<file path="src/rtl/mb_pkg.sv">
package mb_pkg;
  localparam logic [7:0] OP_SET_LEVEL = 8'h65;
  localparam logic [7:0] OP_SET_PIPE  = 8'h66;
  localparam logic [7:0] OP_SET_BL    = 8'h67;
  localparam logic [7:0] PIPE_OFF     = 8'hFF;

  localparam logic [1:0] A_PAYLOAD = 2'd0;
  localparam logic [1:0] A_COMMAND = 2'd1;
  localparam logic [1:0] A_CTRL    = 2'd2;
  localparam logic [1:0] A_STEPS   = 2'd3;
endpackage

</file>
<file path="src/rtl/mb_handshake.sv">
module mb_handshake (
  input  logic clk,
  input  logic rst,
  input  logic host_set,
  input  logic host_payload_wr,
  input  logic resp_done,
  output logic notify_q,
  output logic post_now,
  output logic valid_q,
  output logic err_q,
  output logic payload_we
);
  assign post_now   = host_set & ~notify_q;
  assign payload_we = host_payload_wr & ~notify_q;

  always_ff @(posedge clk) begin
    if (rst) begin
      notify_q <= 1'b0;
      valid_q  <= 1'b0;
      err_q    <= 1'b0;
    end else begin
      valid_q <= post_now;
      if (post_now)
        notify_q <= 1'b1;
      else if (resp_done && notify_q)
        notify_q <= 1'b0;
      if (host_payload_wr && notify_q)
        err_q <= 1'b1;
    end
  end

  p_valid_on_rise_r3: assert property (@(posedge clk) disable iff (rst)
    $rose(notify_q) |-> valid_q);
  p_clear_needs_done_r5: assert property (@(posedge clk) disable iff (rst)
    $fell(notify_q) |-> $past(resp_done));
  p_err_sticky_r4: assert property (@(posedge clk) disable iff (rst)
    $past(err_q) |-> err_q);
endmodule

</file>
<file path="src/rtl/mb_wait_timer.sv">
module mb_wait_timer #(
  parameter int TICK_CYCLES = 100,
  parameter int WAIT_LIMIT  = 80000,
  parameter int STEP_W      = 17
) (
  input  logic              clk,
  input  logic              rst,
  input  logic              start,
  input  logic              busy,
  output logic [STEP_W-1:0] steps,
  output logic              timeout
);
  localparam int PRE_W = (TICK_CYCLES > 1) ? $clog2(TICK_CYCLES) : 1;
  localparam logic [PRE_W-1:0]  PRE_LAST  = PRE_W'(TICK_CYCLES - 1);
  localparam logic [STEP_W-1:0] STEP_LAST = STEP_W'(WAIT_LIMIT - 1);

  logic [PRE_W-1:0] pre;

  always_ff @(posedge clk) begin
    if (rst || start) begin
      pre     <= '0;
      steps   <= '0;
      timeout <= 1'b0;
    end else if (busy && !timeout) begin
      if (pre == PRE_LAST) begin
        pre   <= '0;
        steps <= steps + 1'b1;
        if (steps == STEP_LAST)
          timeout <= 1'b1;
      end else begin
        pre <= pre + 1'b1;
      end
    end
  end

  p_steps_bounded_r10: assert property (@(posedge clk) disable iff (rst)
    steps <= STEP_W'(WAIT_LIMIT));
  p_timeout_at_limit_r10: assert property (@(posedge clk) disable iff (rst)
    timeout |-> steps == STEP_W'(WAIT_LIMIT));
  p_hold_idle_r9: assert property (@(posedge clk) disable iff (rst)
    (!busy && !start) |=> $stable(steps));
endmodule

</file>
<file path="src/rtl/mb_decode.sv">
module mb_decode
  import mb_pkg::*;
(
  input  logic        clk,
  input  logic        rst,
  input  logic        load,
  input  logic [31:0] cmd,
  input  logic [31:0] payload,
  output logic [7:0]  opcode,
  output logic [7:0]  pipe,
  output logic [7:0]  level,
  output logic [31:0] data_out,
  output logic        hit_level,
  output logic        hit_pipe,
  output logic        hit_bl,
  output logic        pipe_off
);
  logic [7:0] op_in, pipe_in;
  assign op_in   = cmd[7:0];
  assign pipe_in = cmd[15:8];

  always_ff @(posedge clk) begin
    if (rst) begin
      opcode    <= '0;
      pipe      <= '0;
      level     <= '0;
      data_out  <= '0;
      hit_level <= 1'b0;
      hit_pipe  <= 1'b0;
      hit_bl    <= 1'b0;
      pipe_off  <= 1'b0;
    end else begin
      hit_level <= load && (op_in == OP_SET_LEVEL);
      hit_pipe  <= load && (op_in == OP_SET_PIPE);
      hit_bl    <= load && (op_in == OP_SET_BL);
      pipe_off  <= load && (op_in == OP_SET_PIPE) && (pipe_in == PIPE_OFF);
      if (load) begin
        opcode   <= op_in;
        pipe     <= pipe_in;
        level    <= cmd[23:16];
        data_out <= ((op_in == OP_SET_BL) && (pipe_in == 8'd0)) ? 32'd0 : payload;
      end
    end
  end

  p_one_strobe_r6: assert property (@(posedge clk) disable iff (rst)
    $onehot0({hit_level, hit_pipe, hit_bl}));
  p_off_with_pipe_r7: assert property (@(posedge clk) disable iff (rst)
    pipe_off |-> hit_pipe);
endmodule

</file>
<file path="src/rtl/mb_regs.sv">
module mb_regs
  import mb_pkg::*;
#(
  parameter int STEP_W = 17
) (
  input  logic              clk,
  input  logic              rst,
  input  logic              payload_we,
  input  logic              rd,
  input  logic [1:0]        addr,
  input  logic [31:0]       wdata,
  input  logic [2:0]        status,
  input  logic [STEP_W-1:0] steps,
  output logic [31:0]       payload_q,
  output logic [31:0]       cmd_q,
  output logic [31:0]       rdata
);
  always_ff @(posedge clk) begin
    if (rst) begin
      payload_q <= '0;
      cmd_q     <= '0;
      rdata     <= '0;
    end else begin
      if (payload_we && addr == A_PAYLOAD) payload_q <= wdata;
      if (payload_we && addr == A_COMMAND) cmd_q     <= wdata;
      if (rd) begin
        case (addr)
          A_PAYLOAD: rdata <= payload_q;
          A_COMMAND: rdata <= cmd_q;
          A_CTRL:    rdata <= {29'd0, status};
          default:   rdata <= 32'(steps);
        endcase
      end
    end
  end
endmodule

</file>
<file path="src/rtl/cmd_mailbox.sv">
module cmd_mailbox
  import mb_pkg::*;
#(
  parameter int TICK_CYCLES = 100,
  parameter int WAIT_LIMIT  = 80000
) (
  input  logic        clk,
  input  logic        rst,
  input  logic        bus_wr,
  input  logic        bus_rd,
  input  logic [1:0]  bus_addr,
  input  logic [31:0] bus_wdata,
  output logic [31:0] bus_rdata,
  output logic        resp_irq,
  output logic        resp_cmd_valid,
  input  logic        resp_done,
  output logic [7:0]  resp_opcode,
  output logic [7:0]  resp_pipe,
  output logic [7:0]  resp_level,
  output logic [31:0] resp_data,
  output logic        op_level,
  output logic        op_pipe,
  output logic        op_backlight,
  output logic        pipe_shutdown
);
  localparam int STEP_W = $clog2(WAIT_LIMIT + 1);

  logic notify, post_now, err, payload_we, timeout;
  logic host_set, host_payload_wr;
  logic [STEP_W-1:0] steps;
  logic [31:0] payload_q, cmd_q;

  assign host_set        = bus_wr && bus_addr == A_CTRL && bus_wdata[0];
  assign host_payload_wr = bus_wr && (bus_addr == A_PAYLOAD || bus_addr == A_COMMAND);
  assign resp_irq        = notify;

  mb_handshake u_hs (
    .clk(clk), .rst(rst), .host_set(host_set), .host_payload_wr(host_payload_wr),
    .resp_done(resp_done), .notify_q(notify), .post_now(post_now),
    .valid_q(resp_cmd_valid), .err_q(err), .payload_we(payload_we));

  mb_wait_timer #(.TICK_CYCLES(TICK_CYCLES), .WAIT_LIMIT(WAIT_LIMIT), .STEP_W(STEP_W)) u_tmr (
    .clk(clk), .rst(rst), .start(post_now), .busy(notify),
    .steps(steps), .timeout(timeout));

  mb_regs #(.STEP_W(STEP_W)) u_regs (
    .clk(clk), .rst(rst), .payload_we(payload_we), .rd(bus_rd), .addr(bus_addr),
    .wdata(bus_wdata), .status({timeout, err, notify}), .steps(steps),
    .payload_q(payload_q), .cmd_q(cmd_q), .rdata(bus_rdata));

  mb_decode u_dec (
    .clk(clk), .rst(rst), .load(post_now), .cmd(cmd_q), .payload(payload_q),
    .opcode(resp_opcode), .pipe(resp_pipe), .level(resp_level), .data_out(resp_data),
    .hit_level(op_level), .hit_pipe(op_pipe), .hit_bl(op_backlight),
    .pipe_off(pipe_shutdown));

  p_frozen_while_busy_r4: assert property (@(posedge clk) disable iff (rst)
    (notify && $past(notify)) |-> ($stable(cmd_q) && $stable(payload_q)));
  p_strobe_with_valid_r6: assert property (@(posedge clk) disable iff (rst)
    (op_level || op_pipe || op_backlight) |-> resp_cmd_valid);
endmodule

</file>
<file path="config.mk">
export PLATFORM = sky130hd
export DESIGN_NAME = cmd_mailbox
export DESIGN_NICKNAME = d
export VERILOG_FILES = /design/src/rtl/mb_pkg.sv /design/src/rtl/mb_handshake.sv /design/src/rtl/mb_wait_timer.sv /design/src/rtl/mb_decode.sv /design/src/rtl/mb_regs.sv /design/src/rtl/cmd_mailbox.sv
export SDC_FILE = /design/constraint.sdc
export NUM_CORES = 1
export LEC_CHECK = 0
export BUFFER_PORTS_ARGS = -buffer_cell sky130_fd_sc_hd__buf_2
export CAP_MARGIN = 20
export CORE_UTILIZATION = 46
export DETAILED_ROUTE_END_ITERATION = 7
export GPL_ROUTABILITY_DRIVEN = 0
export PLACE_DENSITY = 0.76
export SETUP_SLACK_MARGIN = 0.4
export SLEW_MARGIN = 20
export SYNTH_ARGS = -nofsm -noshare
export SYNTH_HDL_FRONTEND = slang
export SYNTH_HIERARCHICAL = 1
export SYNTH_SLANG_ARGS = --single-unit
</file>
<file path="constraint.sdc">
create_clock -name clk -period 5.2 [get_ports clk]
set_clock_uncertainty 0.1 [all_clocks]
set_input_delay 0.78 -clock clk [delete_from_list [all_inputs] [get_ports clk]]
set_output_delay 0.78 -clock clk [all_outputs]
set_load 0.05 [all_outputs]
</file>
==> insert_results.sql, run 1 <==
INSERT INTO impl_metrics (metric_group, metric, value, unit) VALUES
('global_route', 'grt_start_max_net_pins', '69', ''),
('clocking', 'postCtsHoldBufs', '0', ''),
('die', 'floorplan.initialDensity', '47.0', '%'),
('clocking', 'postCtsResizedCells', '0', ''),
('global_route', 'gr-total-overflow', '0', ''),
('global_route', 'antenna_found_initial', '0', ''),
('clocking', 'cts_inserted_buffers', '17', ''),
('route', 'wl_per_cell', '17.1', 'um'),
('logic_synthesis', 'gate_count_after_technology_mapping', '790', ''),
('sta', 'report.final.setup_viol', '0', ''),
('power_and_ir_drop', 'power.leakage', '0.00354', 'uW'),
('clocking', 'clkTransAtPathRegs', '0.06', 'ns'),
('sta', 'slew_headroom', '34.0', '%'),
('route', 'drt_wl_total', '19200', 'um'),
('cells_and_area', 'finish.cell_count_without_fillers', '1120', ''),
('clocking', 'cts.root.buffer_cell', 'sky130_fd_sc_hd__clkbuf_16', ''),
('logic_synthesis', 'synth_sequential_area_ratio', '49.3', '%'),
('logic_synthesis', 'post_synth_edffs', '0', ''),
('die', 'chipHeight', '129', 'um'),
('placement', 'post_dp_cell_area', '8140', 'um2'),
('power_and_ir_drop', 'power_density', '323', 'nW/um2'),
('route', 'dr_total_vias', '6079', ''),
('route', 'drt-vias-per-instance', '5.43', ''),
('cells_and_area', 'diodes', '0', ''),
('route', 'dr.first_iter.drc_count', '468', ''),
('cells_and_area', 'share_of_final_layout_standard_cells_stronger_than_drive_strength_1', '26.8', '%'),
('sta', 'worstMarginPinSlew', '0.991', 'ns'),
('route', 'drt_pre_antenna_iters', '5', ''),
('clocking', 'tritoncts', 'built', ''),
('critical_path', 'setup.worst_path.class', 'in -> reg', ''),
('critical_path', 'arrival_time_of_the_worst_setup_path', '3.43', 'ns'),
('logic_synthesis', 'synthFlopType', 'sky130_fd_sc_hd__dfxtp_1', ''),
('critical_path', 'critPathBufInv', '3', ''),
('clocking', 'maximum_count_of_clock_buffers_along_a_single_path', '2', ''),
('logic_synthesis', 'synth.ff_latch_count', '184', ''),
('sta', 'grt_setup_unrepaired', 'no', ''),
('sta', 'setup-tns-final', '0', 'ns'),
('cells_and_area', 'final_nets', '933', ''),
('critical_path', 'critPathSlowestCell', 'sky130_fd_sc_hd__nor2b_2', ''),
('die', 'coreArea', '15900', 'um2'),
('sta', 'max_freq', '315', 'MHz'),
('logic_synthesis', 'netlist-cell-type-count', '58', ''),
('critical_path', 'timing.critical_path.fanout_max', '38', ''),
('sta', 'setup_slack_of_the_critical_path_after_layout', '2.02', 'ns'),
('sta', 'post-route-period-util', '61.1', '%'),
('die', 'placement_rows', '46', ''),
('global_route', 'gr-usage-all-layers', '23.5', '%'),
('die', 'die_boundary_width', '129', 'um'),
('route', 'drtAntennaViolNets', '0', ''),
('clocking', 'post-cts-setup-buffers', '0', ''),
('clocking', 'clk-insertion-delay-late', '0.43', 'ns'),
('critical_path', 'cp_cell_sequence', 'buf_2 -> and4b_1 -> nor2b_4 -> buf_4 -> nor2b_2 -> buf_4 -> nor3b_1', ''),
('placement', 'place.detailed.instances', '1089', ''),
('hold_path', 'worst_hold_path_type', 'reg -> reg', ''),
('logic_synthesis', 'synthArstFlopShare', '0', '%'),
('global_route', 'number_of_global_route_vias_before_repair', '5551', ''),
('cells_and_area', 'syn2layout_area_growth', '16.2', '%'),
('cells_and_area', 'post-route-util', '54.6', '%'),
('cells_and_area', 'non_filler_cell_area_final', '8680', 'um2'),
('sta', 'final_max_slew_viol_count', '0', ''),
('die', 'num_io_pins', '133', ''),
('logic_synthesis', 'synth_nets', '831', ''),
('critical_path', 'cp-start-kind', 'input pin', ''),
('run', 'drv.max_cap_violation_count', '0', ''),
('critical_path', 'cp_top_family', 'simple AND/OR/NAND/NOR gates', ''),
('global_route', 'grt_pass1_wl', '29800', 'um'),
('placement', 'io_buffer_count', '132', ''),
('critical_path', 'worst_path_largest_cell_delay', '0.61', 'ns'),
('critical_path', 'end_kind', 'flip-flop', ''),
('clocking', 'cts.sink_count', '184', ''),
('status', 'outcome', 'finished, final reports clean', '');
[where the power goes]
part,total (uW),internal (uW),switching (uW),leakage [uW]
Sequential,1440,1430,16.2,0.00149
Clock,1190,694,500,0.000262
Combinational,167,51.5,115,0.00179
Total,2810,2170,632,0.00354
[layout make-up]
cell class              instances  area, um2
multi-input cells             546       3450
fillers                      1455       7200
well taps                     216        270
clock inverters                 3       40.0
flip-flops and latches        184       3680
clock buffers                  28        497
inverters                       2       7.51
repair buffers                141        731
[sequential cells by signal (all words and copies together) (netlist names), 8 cells and up]
name and cells:
u_dec/data_out 32, u_dec/level 8, u_dec/opcode 8, u_dec/pipe 8
u_regs/cmd_q 32, u_regs/payload_q 32, u_regs/rdata 32, u_tmr/steps 17
[worst register-to-register path, cell delays in order (launching register included)]
cell                      delay, ns
sky130_fd_sc_hd__dfxtp_1       0.58
sky130_fd_sc_hd__or4bb_1       0.63
sky130_fd_sc_hd__or3_1         0.50
sky130_fd_sc_hd__or4_1         0.53
sky130_fd_sc_hd__a21oi_1       0.16
[cells in the mapped netlist, types with 3 or more instances]
library cell / number / area [um2]
sky130_fd_sc_hd__nor2b_1: 19 / 119
sky130_fd_sc_hd__xor2_1: 6 / 52.6
sky130_fd_sc_hd__mux4_2: 3 / 67.6
sky130_fd_sc_hd__a311oi_2: 11 / 165
sky130_fd_sc_hd__nor4_1: 4 / 25.0
sky130_fd_sc_hd__or3_1: 9 / 56.3
sky130_fd_sc_hd__a311oi_1: 3 / 26.3
sky130_fd_sc_hd__buf_2: 20 / 100
sky130_fd_sc_hd__nand4_1: 7 / 43.8
sky130_fd_sc_hd__xnor2_1: 7 / 61.3
sky130_fd_sc_hd__nand3_1: 6 / 30.0
sky130_fd_sc_hd__buf_4: 4 / 30.0
sky130_fd_sc_hd__buf_6: 9 / 101
sky130_fd_sc_hd__mux2_2: 15 / 169
sky130_fd_sc_hd__nor2_1: 78 / 293
sky130_fd_sc_hd__dfxtp_1: 184 / 3680
sky130_fd_sc_hd__and3_1: 3 / 18.8
sky130_fd_sc_hd__a32o_2: 32 / 360
sky130_fd_sc_hd__nand2_1: 153 / 574
sky130_fd_sc_hd__or2_2: 4 / 25.0
sky130_fd_sc_hd__mux2i_1: 43 / 430
sky130_fd_sc_hd__a21oi_1: 89 / 445
sky130_fd_sc_hd__clkbuf_1: 23 / 86.3
sky130_fd_sc_hd__or2_1: 11 / 68.8
sky130_fd_sc_hd__o21ai_0: 7 / 35.0
[per-layer routing]
| layer | wire, um | GRT usage (%) | part of all wire (%) |
|---|---|---|---|
| met1 | 8750 | 31.9 | 46 |
| met2 | 8700 | 35.9 | 45 |
| met3 | 1380 | 5.95 | 7.2 |
| met4 | 354 | 9.10 | 1.8 |
| met5 | 0 | 0 | 0 |
[worst paths after layout]
check,slack (ns),depth (start not counted),end,startpoint
worst max-delay path,2.02,7,u_dec/hit_level,bus_addr[0]
worst min-delay path,0.35,2,u_regs/cmd_q[31],u_regs/cmd_q[31]
worst max register to register,2.62,4,u_tmr/steps[14],u_hs/notify_q
worst min register to register,0.35,2,u_regs/cmd_q[31],u_regs/cmd_q[31]
[metrics by stage]
stage / hold WS, ns / total power, uW
2_1_floorplan: 0.332 / 1590
3_3_place_gp: 0.339 / 1640
3_5_place_dp: 0.343 / 1640
4_1_cts: 0.352 / 2820
5_1_grt: 0.368 / 2900
6_report: 0.351 / 2810
[cells in the final DEF, fill, tap and decap left out, types with 2 or more instances in the layout]
cell type                     n
sky130_fd_sc_hd__clkbuf_1     8
sky130_fd_sc_hd__nor3_1       2
sky130_fd_sc_hd__or2_1       11
sky130_fd_sc_hd__mux2_2      15
sky130_fd_sc_hd__or2_2        4
sky130_fd_sc_hd__nand3_1      6
sky130_fd_sc_hd__nor2_1      77
sky130_fd_sc_hd__o21ai_0      7
sky130_fd_sc_hd__buf_4       10
sky130_fd_sc_hd__xnor2_1      7
sky130_fd_sc_hd__xor2_1       6
sky130_fd_sc_hd__a311oi_2    11
sky130_fd_sc_hd__and3b_1      2
sky130_fd_sc_hd__dfxtp_1    184
sky130_fd_sc_hd__nor2b_2      2
sky130_fd_sc_hd__buf_2      131
sky130_fd_sc_hd__clkbuf_8     3
sky130_fd_sc_hd__inv_1        2
sky130_fd_sc_hd__clkinv_2     2
sky130_fd_sc_hd__ha_1         2
sky130_fd_sc_hd__and3_1       3
sky130_fd_sc_hd__nor4bb_1     2
sky130_fd_sc_hd__mux2i_1     43
sky130_fd_sc_hd__nor2b_1     18
sky130_fd_sc_hd__nand4_1      7
sky130_fd_sc_hd__clkbuf_16   17
sky130_fd_sc_hd__or3_1        9
sky130_fd_sc_hd__nand3b_1     2
sky130_fd_sc_hd__mux4_2       3
sky130_fd_sc_hd__nand2_1    153
sky130_fd_sc_hd__a32o_2      32
sky130_fd_sc_hd__a311oi_1     3
sky130_fd_sc_hd__nor4_1       4
sky130_fd_sc_hd__a21oi_1     89
[kinds of logic after synthesis]
kind of cell	share of synthesized area [%]
buffers and inverters	4.69
xor gates and xnor gates	1.52
muxes	8.93
adders and majority gates	0.335
and+or+nand+nor	21.0
AOI/OAI and AO/OA	14.2
DFF	49.3
Power figures use the tool's default switching activity.
==> run 2, diff against run 1 <==
--- a/config.mk
+++ b/config.mk
@@ -10,7 +10,7 @@
 export CORE_UTILIZATION = 46
 export DETAILED_ROUTE_END_ITERATION = 7
 export GPL_ROUTABILITY_DRIVEN = 0
-export PLACE_DENSITY = 0.76
+export PLACE_DENSITY = 0.78
 export SETUP_SLACK_MARGIN = 0.4
 export SLEW_MARGIN = 20
 export SYNTH_ARGS = -nofsm -noshare
==> constraint.sdc (replaced) <==
create_clock -name clk -period 2.7 [get_ports clk]
set_clock_uncertainty 0.1 [all_clocks]
set_input_delay 0.405 -clock clk [delete_from_list [all_inputs] [get_ports clk]]
set_output_delay 0.405 -clock clk [all_outputs]
set_load 0.05 [all_outputs]
==> run 2 against run 1 <==
Compared with the run above:
- global-route usage grew 0.33 points
- clock-buffer cell count shrank 7
- worst hold slack lost 0.31 ns
- clock power grew 130%
- core utilization grew 2.0 points
- critical path depth shrank 2
- first-iteration DRC count shrank 20%
- sequential share of layout area shrank 1.4 points
- final cell count grew 1.8%
- register-to-register slack lost 2.2 ns
- design area grew 3.7%
- critical endpoint is now u_tmr/steps[16]
- largest power group unchanged
==> insert_results.sql, run 2 (synthesis results as in run 1) <==
INSERT INTO impl_metrics (metric_group, metric, value, unit) VALUES
('clocking', 'cts.sink_count', '184', ''),
('cells_and_area', 'fillers', '1397', ''),
('critical_path', 'cp.required', '2.96', 'ns'),
('sta', 'slew_headroom', '51.7', '%'),
('power_and_ir_drop', 'power.leakage', '0.00370', 'uW'),
('route', 'drtAntennaViolNets', '0', ''),
('critical_path', 'cp-start-kind', 'flip-flop', ''),
('cells_and_area', 'sequential_cell_area', '3690', 'um2'),
('die', 'coreArea', '15900', 'um2'),
('placement', 'post_dp_cell_area', '8260', 'um2'),
('placement', 'place.detailed.instances', '1102', ''),
('critical_path', 'worst_r2r_path_depth', '5', ''),
('cells_and_area', 'leading_cell_types_in_the_layout_fill_and_taps_excluded', '181 x sky130_fd_sc_hd__dfxtp_1, 153 x sky130_fd_sc_hd__nand2_1, 131 x sky130_fd_sc_hd__buf_2, 88 x sky130_fd_sc_hd__a21oi_1, 77 x sky130_fd_sc_hd__nor2_1', ''),
('critical_path', 'setup.worst_path.class', 'reg -> reg', ''),
('critical_path', 'timing.critical_path.fanout_max', '5', ''),
('clocking', 'cts.root.buffer_cell', 'sky130_fd_sc_hd__clkbuf_16', ''),
('cells_and_area', 'non_filler_cell_area_final', '9000', 'um2'),
('sta', 'setup-tns-final', '0', 'ns'),
('route', 'drt_wl_total', '19600', 'um'),
('route', 'wl_met3', '1390', 'um'),
('hold_path', 'hold_end', 'u_hs/notify_q', ''),
('sta', 'timing.final.hold_violations', '0', ''),
('power_and_ir_drop', 'power_density', '652', 'nW/um2'),
('sta', 'final_max_slew_viol_count', '0', ''),
('route', 'total_met2_wirelength_after_detailed_routing', '9440', 'um'),
('power_and_ir_drop', 'power_report.internal_total', '4580', 'uW'),
('sta', 'grt_setup_unrepaired', 'no', ''),
('global_route', 'gr-total-overflow', '0', ''),
('power_and_ir_drop', 'total_power', '5870', 'uW'),
('route', 'drt-vias-per-instance', '5.43', ''),
('hold_path', 'worst_hold_path_type', 'in -> reg', ''),
('clocking', 'ctsHtreeMaxLevel', '4', ''),
('power_and_ir_drop', 'clock_power_share', '46.8', '%'),
('clocking', 'clkTransAtPathRegs', '0.07', 'ns'),
('route', 'route.detailed.drc', '0', ''),
('clocking', 'tritoncts', 'built', ''),
('power_and_ir_drop', 'power.combinational.fraction', '5.8', '%'),
('cells_and_area', 'area_occupied_by_multi_input_gates', '3490', 'um2'),
('sta', 'post-route-period-util', '83.9', '%'),
('clocking', 'cts_inserted_buffers', '17', ''),
('power_and_ir_drop', 'power.switching_fraction', '22.0', '%'),
('die', 'die_boundary_width', '129', 'um'),
('die', 'fp.dieArea', '16800', 'um2'),
('die', 'chipHeight', '129', 'um'),
('route', 'drt_pre_antenna_iters', '5', ''),
('clocking', 'postCtsHoldBufs', '0', ''),
('critical_path', 'end_kind', 'flip-flop', ''),
('global_route', 'grt_start_max_net_pins', '51', ''),
('route', 'dr_total_vias', '6187', ''),
('hold_path', 'worstHoldStart', 'resp_done', ''),
('run', 'drv.max_cap_violation_count', '0', ''),
('global_route', 'gr-usage-all-layers', '23.8', '%'),
('status', 'outcome', 'finished, final reports clean', ''),
('route', 'wl_per_cell', '17.2', 'um'),
('die', 'placement_rows', '46', ''),
('cells_and_area', 'final_nets', '951', ''),
('critical_path', 'regToRegSetupSlack', '0.43', 'ns'),
('die', 'floorplan.initialDensity', '47.0', '%'),
('route', 'wirelength_met1', '8280', 'um'),
('sta', 'report.final.setup_viol', '0', ''),
('sta', 'fin_crit', '2.27', 'ns'),
('critical_path', 'regToRegStartpoint', 'u_tmr/pre[0]', ''),
('cells_and_area', 'syn2layout_area_growth', '20.5', '%'),
('clocking', 'maximum_count_of_clock_buffers_along_a_single_path', '2', ''),
('cells_and_area', 'finish.cell_count_without_fillers', '1140', ''),
('hold_path', 'hold_path_depth', '2', ''),
('route', 'highest-signal-layer', 'met4', ''),
('global_route', 'grt_pass1_wl', '30400', 'um'),
('power_and_ir_drop', 'seq_power_share', '47.4', '%'),
('sta', 'max_freq', '441', 'MHz'),
('cells_and_area', 'share_of_final_layout_standard_cells_stronger_than_drive_strength_1', '30.1', '%'),
('clocking', 'clk-insertion-delay-late', '0.43', 'ns'),
('die', 'num_io_pins', '133', ''),
('global_route', 'number_of_global_route_vias_before_repair', '5773', ''),
('power_and_ir_drop', 'maximum_ir_drop_on_the_vdd_rail', '0.494', 'mV'),
('sta', 'worstMarginPinSlew', '0.722', 'ns'),
('critical_path', 'arrival_time_of_the_worst_setup_path', '2.52', 'ns'),
('critical_path', 'rr_endpoint', 'u_tmr/steps[16]', ''),
('route', 'dr.first_iter.drc_count', '374', ''),
('global_route', 'antenna_found_initial', '1', ''),
('placement', 'io_buffer_count', '132', ''),
('cells_and_area', 'commonest_non_fill_non_tap_cell_in_the_layout', 'sky130_fd_sc_hd__dfxtp_1', ''),
('placement', 'dp_hpwl', '13300', 'um'),
('power_and_ir_drop', 'power.net_switching', '1290', 'uW'),
('sta', 'hold_slack', '0.0454', 'ns');
==> run 2: through the flow <==
step | setup slack [ns] | util [%]
floorplan | 0.443 | -
global placement | 0.414 | 52.0
detailed placement | 0.367 | 52.0
CTS | 0.401 | 56.2
global route | 0.392 | 56.7
finish | 0.434 | 56.7
==> run 2: power groups by stage <==
stage | clock network [uW] | logic (uW) | registers, uW
after CTS | 2780 | 335 | 2780
after floorplan | 0 | 182 | 2880
after detailed placement | 0 | 334 | 2840
after global routing | 2880 | 361 | 2780
after global placement | 0 | 329 | 2840
final | 2750 | 339 | 2780
==> run 2: area by class of cell <==
cell class	count	share of cell area (%)
well taps	216	3.00
multi-input cells	546	38.8
diodes	1	0.0278
flip-flops and latches	184	41.0
clock inverters	11	2.15
clock buffers	21	5.23
repair buffers	159	9.76
inverters	2	0.0834
==> run 2: worst max path at each step <==
stage             startpoint              end  cells after the start
3_5_place_dp    u_tmr/pre[0]  u_tmr/steps[16]                      5
4_1_cts         u_tmr/pre[0]  u_tmr/steps[14]                      5
5_1_grt         u_tmr/pre[0]  u_tmr/steps[16]                      5
6_report        u_tmr/pre[0]  u_tmr/steps[16]                      5
3_3_place_gp    u_tmr/pre[0]  u_tmr/steps[16]                      5
2_1_floorplan  u_hs/notify_q  u_tmr/steps[14]                      5
==> run 2: what timing repair did <==
item                       in CTS  in global routing
pin swaps                       0                  4
hold endpoints to repair        0                  0
gates resized for setup         2                  7
setup buffers                   0                  5
setup endpoints to repair       3                  8
==> run 2: per-layer routing <==
layer | vias up | track usage, %
met1 | 2950 | 29.9
met4 | 0 | 9.64
met2 | 223 | 39.5
met3 | 34 | 5.74
met5 | - | 0
li1 | 2980 | -
==> run 2: critical path, cell delays in order, from the launching register on <==
cell and delay [ns]:
sky130_fd_sc_hd__dfxtp_2 0.37, sky130_fd_sc_hd__ha_4 0.14, sky130_fd_sc_hd__or4bb_4 0.49, sky130_fd_sc_hd__or4b_4 0.58
sky130_fd_sc_hd__or3_4 0.39, sky130_fd_sc_hd__a21oi_2 0.13
==> run 3, diff against run 2 <==
--- a/config.mk
+++ b/config.mk
@@ -10,7 +10,7 @@
 export CORE_UTILIZATION = 46
 export DETAILED_ROUTE_END_ITERATION = 7
 export GPL_ROUTABILITY_DRIVEN = 0
-export PLACE_DENSITY = 0.78
+export PLACE_DENSITY = 0.76
 export SETUP_SLACK_MARGIN = 0.4
 export SLEW_MARGIN = 20
 export SYNTH_ARGS = -nofsm -noshare
==> constraint.sdc (replaced) <==
create_clock -name clk -period 2.1 [get_ports clk]
set_clock_uncertainty 0.1 [all_clocks]
set_input_delay 0.315 -clock clk [delete_from_list [all_inputs] [get_ports clk]]
set_output_delay 0.315 -clock clk [all_outputs]
set_load 0.05 [all_outputs]
==> run 3 against run 2 <==
Compared with the run above:
- the run now ends with negative setup slack left
- final cell count grew 2.8%
- core utilization grew 6.7 points
- sequential share of layout area decreased by 4.3 points
- worst hold slack lost 0.018 ns
- clock-buffer cell count rose by 1
- wire length is 13% higher
- sequential power up 29%
- setup slack lost 0.50 ns
- global-route usage grew 1.4 points
- design area grew 12%
- clock power is 23% higher
- register-to-register slack lost 0.50 ns
==> insert_results.sql, run 3 (synthesis results as in run 1) <==
INSERT INTO impl_metrics (metric_group, metric, value, unit) VALUES
('sta', 'post-route-period-util', '103', '%'),
('critical_path', 'regToRegStartpoint', 'u_tmr/pre[1]', ''),
('sta', 'grt_setup_unrepaired', 'yes', ''),
('placement', 'dp_worst_setup_slack', '-0.0826', 'ns'),
('hold_path', 'hold_path_depth', '3', ''),
('cells_and_area', 'finish.cell_count_without_fillers', '1172', ''),
('cells_and_area', 'final_nets', '984', ''),
('route', 'drt-vias-per-instance', '5.61', ''),
('hold_path', 'worstHoldStart', 'bus_wdata[3]', ''),
('cells_and_area', 'non_filler_cell_area_final', '10100', 'um2'),
('die', 'coreArea', '15900', 'um2'),
('critical_path', 'critPathBufInv', '0', ''),
('status', 'failed_checks', 'negative setup slack', ''),
('sta', 'slew_headroom', '38.5', '%'),
('clocking', 'maximum_count_of_clock_buffers_along_a_single_path', '2', ''),
('sta', 'fin_crit', '2.17', 'ns'),
('clocking', 'tritoncts', 'built', ''),
('run', 'drv.max_cap_violation_count', '0', ''),
('critical_path', 'cp_top_family', 'simple AND/OR/NAND/NOR gates', ''),
('hold_path', 'hold_end', 'u_regs/cmd_q[3]', ''),
('global_route', 'grt_pass1_wl', '32100', 'um'),
('die', 'floorplan.initialDensity', '47.0', '%'),
('die', 'chipHeight', '129', 'um'),
('critical_path', 'critPathSlowestCell', 'sky130_fd_sc_hd__or4b_4', ''),
('sta', 'timing.final.hold_violations', '0', ''),
('route', 'drt_pre_antenna_iters', '5', ''),
('global_route', 'gr-usage-all-layers', '25.2', '%'),
('sta', 'max_freq', '461', 'MHz'),
('power_and_ir_drop', 'power.leakage', '0.00418', 'uW'),
('global_route', 'number_of_global_route_vias_before_repair', '6174', ''),
('critical_path', 'arrival_time_of_the_worst_setup_path', '2.43', 'ns'),
('critical_path', 'timing.critical_path.fanout_max', '5', ''),
('critical_path', 'setup.worst_path.class', 'reg -> reg', ''),
('die', 'placement_rows', '46', ''),
('route', 'route.detailed.drc', '0', ''),
('cells_and_area', 'area_occupied_by_multi_input_gates', '4160', 'um2'),
('sta', 'final_max_slew_viol_count', '0', ''),
('cells_and_area', 'share_of_final_layout_standard_cells_stronger_than_drive_strength_1', '45.5', '%'),
('power_and_ir_drop', 'total_power', '7510', 'uW'),
('status', 'outcome', 'finished with violations', ''),
('die', 'fp.dieArea', '16800', 'um2'),
('critical_path', 'cp_depth', '5', ''),
('critical_path', 'end_kind', 'flip-flop', ''),
('critical_path', 'rr_endpoint', 'u_tmr/steps[10]', ''),
('cells_and_area', 'fillers', '1248', ''),
('die', 'num_io_pins', '133', ''),
('critical_path', 'cp_cell_sequence', 'ha_4 -> or4bb_4 -> or4b_4 -> or3_4 -> a21oi_2', ''),
('critical_path', 'cp-start-kind', 'flip-flop', ''),
('clocking', 'cts_inserted_buffers', '17', ''),
('placement', 'place.detailed.instances', '1120', ''),
('global_route', 'gr-total-overflow', '0', ''),
('clocking', 'clk-insertion-delay-late', '0.44', 'ns'),
('sta', 'report.final.setup_viol', '4', ''),
('placement', 'dp_hpwl', '13200', 'um'),
('route', 'dr.first_iter.drc_count', '430', ''),
('critical_path', 'regToRegSetupSlack', '-0.07', 'ns'),
('critical_path', 'worstSetupStartpoint', 'u_tmr/pre[1]', ''),
('hold_path', 'worst_hold_path_type', 'in -> reg', ''),
('critical_path', 'worst_path_largest_cell_delay', '0.56', 'ns'),
('sta', 'setup_slack_of_the_critical_path_after_layout', '-0.0697', 'ns'),
('clocking', 'cts.sink_count', '184', ''),
('placement', 'io_buffer_count', '132', ''),
('cells_and_area', 'commonest_non_fill_non_tap_cell_in_the_layout', 'sky130_fd_sc_hd__dfxtp_1', ''),
('clocking', 'clkTransAtPathRegs', '0.07', 'ns'),
('die', 'die_boundary_width', '129', 'um'),
('critical_path', 'worst_r2r_path_depth', '5', ''),
('clocking', 'cts.root.buffer_cell', 'sky130_fd_sc_hd__clkbuf_16', ''),
('placement', 'post_dp_cell_area', '8440', 'um2'),
('route', 'dr_total_vias', '6580', ''),
('critical_path', 'cp.required', '2.37', 'ns'),
('route', 'drt_wl_total', '22200', 'um'),
('clocking', 'ctsHtreeMaxLevel', '4', ''),
('power_and_ir_drop', 'power_density', '746', 'nW/um2'),
('cells_and_area', 'leading_cell_types_in_the_layout_fill_and_taps_excluded', '180 x sky130_fd_sc_hd__dfxtp_1, 130 x sky130_fd_sc_hd__buf_2, 86 x sky130_fd_sc_hd__nand2_1, 77 x sky130_fd_sc_hd__nor2_1, 50 x sky130_fd_sc_hd__a21oi_2', ''),
('route', 'drtAntennaViolNets', '0', ''),
('global_route', 'antenna_found_initial', '3', ''),
('global_route', 'grt_start_max_net_pins', '71', ''),
('sta', 'worstMarginPinSlew', '0.923', 'ns'),
('cells_and_area', 'sequential_cell_area', '3690', 'um2'),
('power_and_ir_drop', 'maximum_ir_drop_on_the_vdd_rail', '0.620', 'mV'),
('cells_and_area', 'syn2layout_area_growth', '34.7', '%'),
('route', 'wl_per_cell', '18.9', 'um'),
('sta', 'setup-tns-final', '-0.179', 'ns');
==> run 3: cell types whose count changed in the layout (fill, tap and decap cells not counted), sizes merged, moves of 2 or more <==
| cell | change |
|---|---|
| clkinvlp | +2 |
| clkbuf | +4 |
| clkinv | -4 |
| inv | +2 |
| buf | +28 |
| bufinv | -2 |
==> run 3: worst register-to-register path: stages, from the launching register on <==
cell	delay [ns]
sky130_fd_sc_hd__dfxtp_2	0.36
sky130_fd_sc_hd__ha_4	0.13
sky130_fd_sc_hd__or4bb_4	0.50
sky130_fd_sc_hd__or4b_4	0.56
sky130_fd_sc_hd__or3_4	0.34
sky130_fd_sc_hd__a21oi_2	0.12
==> run 3: cell type report <==
type | count | area share [%]
multi-input cells | 547 | 41.4
flip-flops and latches | 184 | 36.7
repair buffers | 191 | 12.9
clock buffers | 22 | 4.91
well taps | 216 | 2.69
clock inverters | 9 | 1.36
inverters | 2 | 0.0746
diodes | 1 | 0.0249
==> run 3: where the power goes <==
part	total, uW	internal [uW]	switching, uW
Sequential	3580	3530	42.1
Combinational	549	189	360
Clock	3390	2030	1350
Total	7510	5750	1760
==> run 3: layer usage <==
metal,up-vias,GRT usage (%),wire (um)
li1,3065,-,-
met4,2,12.0,725
met3,51,6.77,1510
met2,261,41.4,10600
met1,3201,30.8,9340
met5,-,0,8
==> run 3: per-stage QoR <==
step / hold WS (ns) / util (%)
2_1_floorplan: 0.284 / -
6_report: 0.0273 / 63.4
4_1_cts: 0.0188 / 60.3
5_1_grt: 0.0248 / 63.4
3_3_place_gp: 0.340 / 53.1
3_5_place_dp: 0.347 / 53.1
==> run 3: how the worst max path moves through the flow <==
| stage | slack [ns] | end |
|---|---|---|
| after floorplan | -0.02 | u_tmr/steps[14] |
| after global placement | -0.06 | u_dec/data_out[26] |
| after detailed placement | -0.08 | u_dec/data_out[26] |
| after CTS | -0.05 | u_tmr/steps[10] |
| after global routing | -0.10 | u_tmr/steps[10] |
| final | -0.07 | u_tmr/steps[10] |
==> run 3: timing repair <==
action / CTS / global route
pin swaps: 70 / 37
setup buffers: 8 / 4
gates resized for setup: 98 / 100
hold buffers: 1 / 0
setup endpoints to repair: 77 / 95
gates cloned: 4 / 3
hold endpoints to repair: 1 / 0
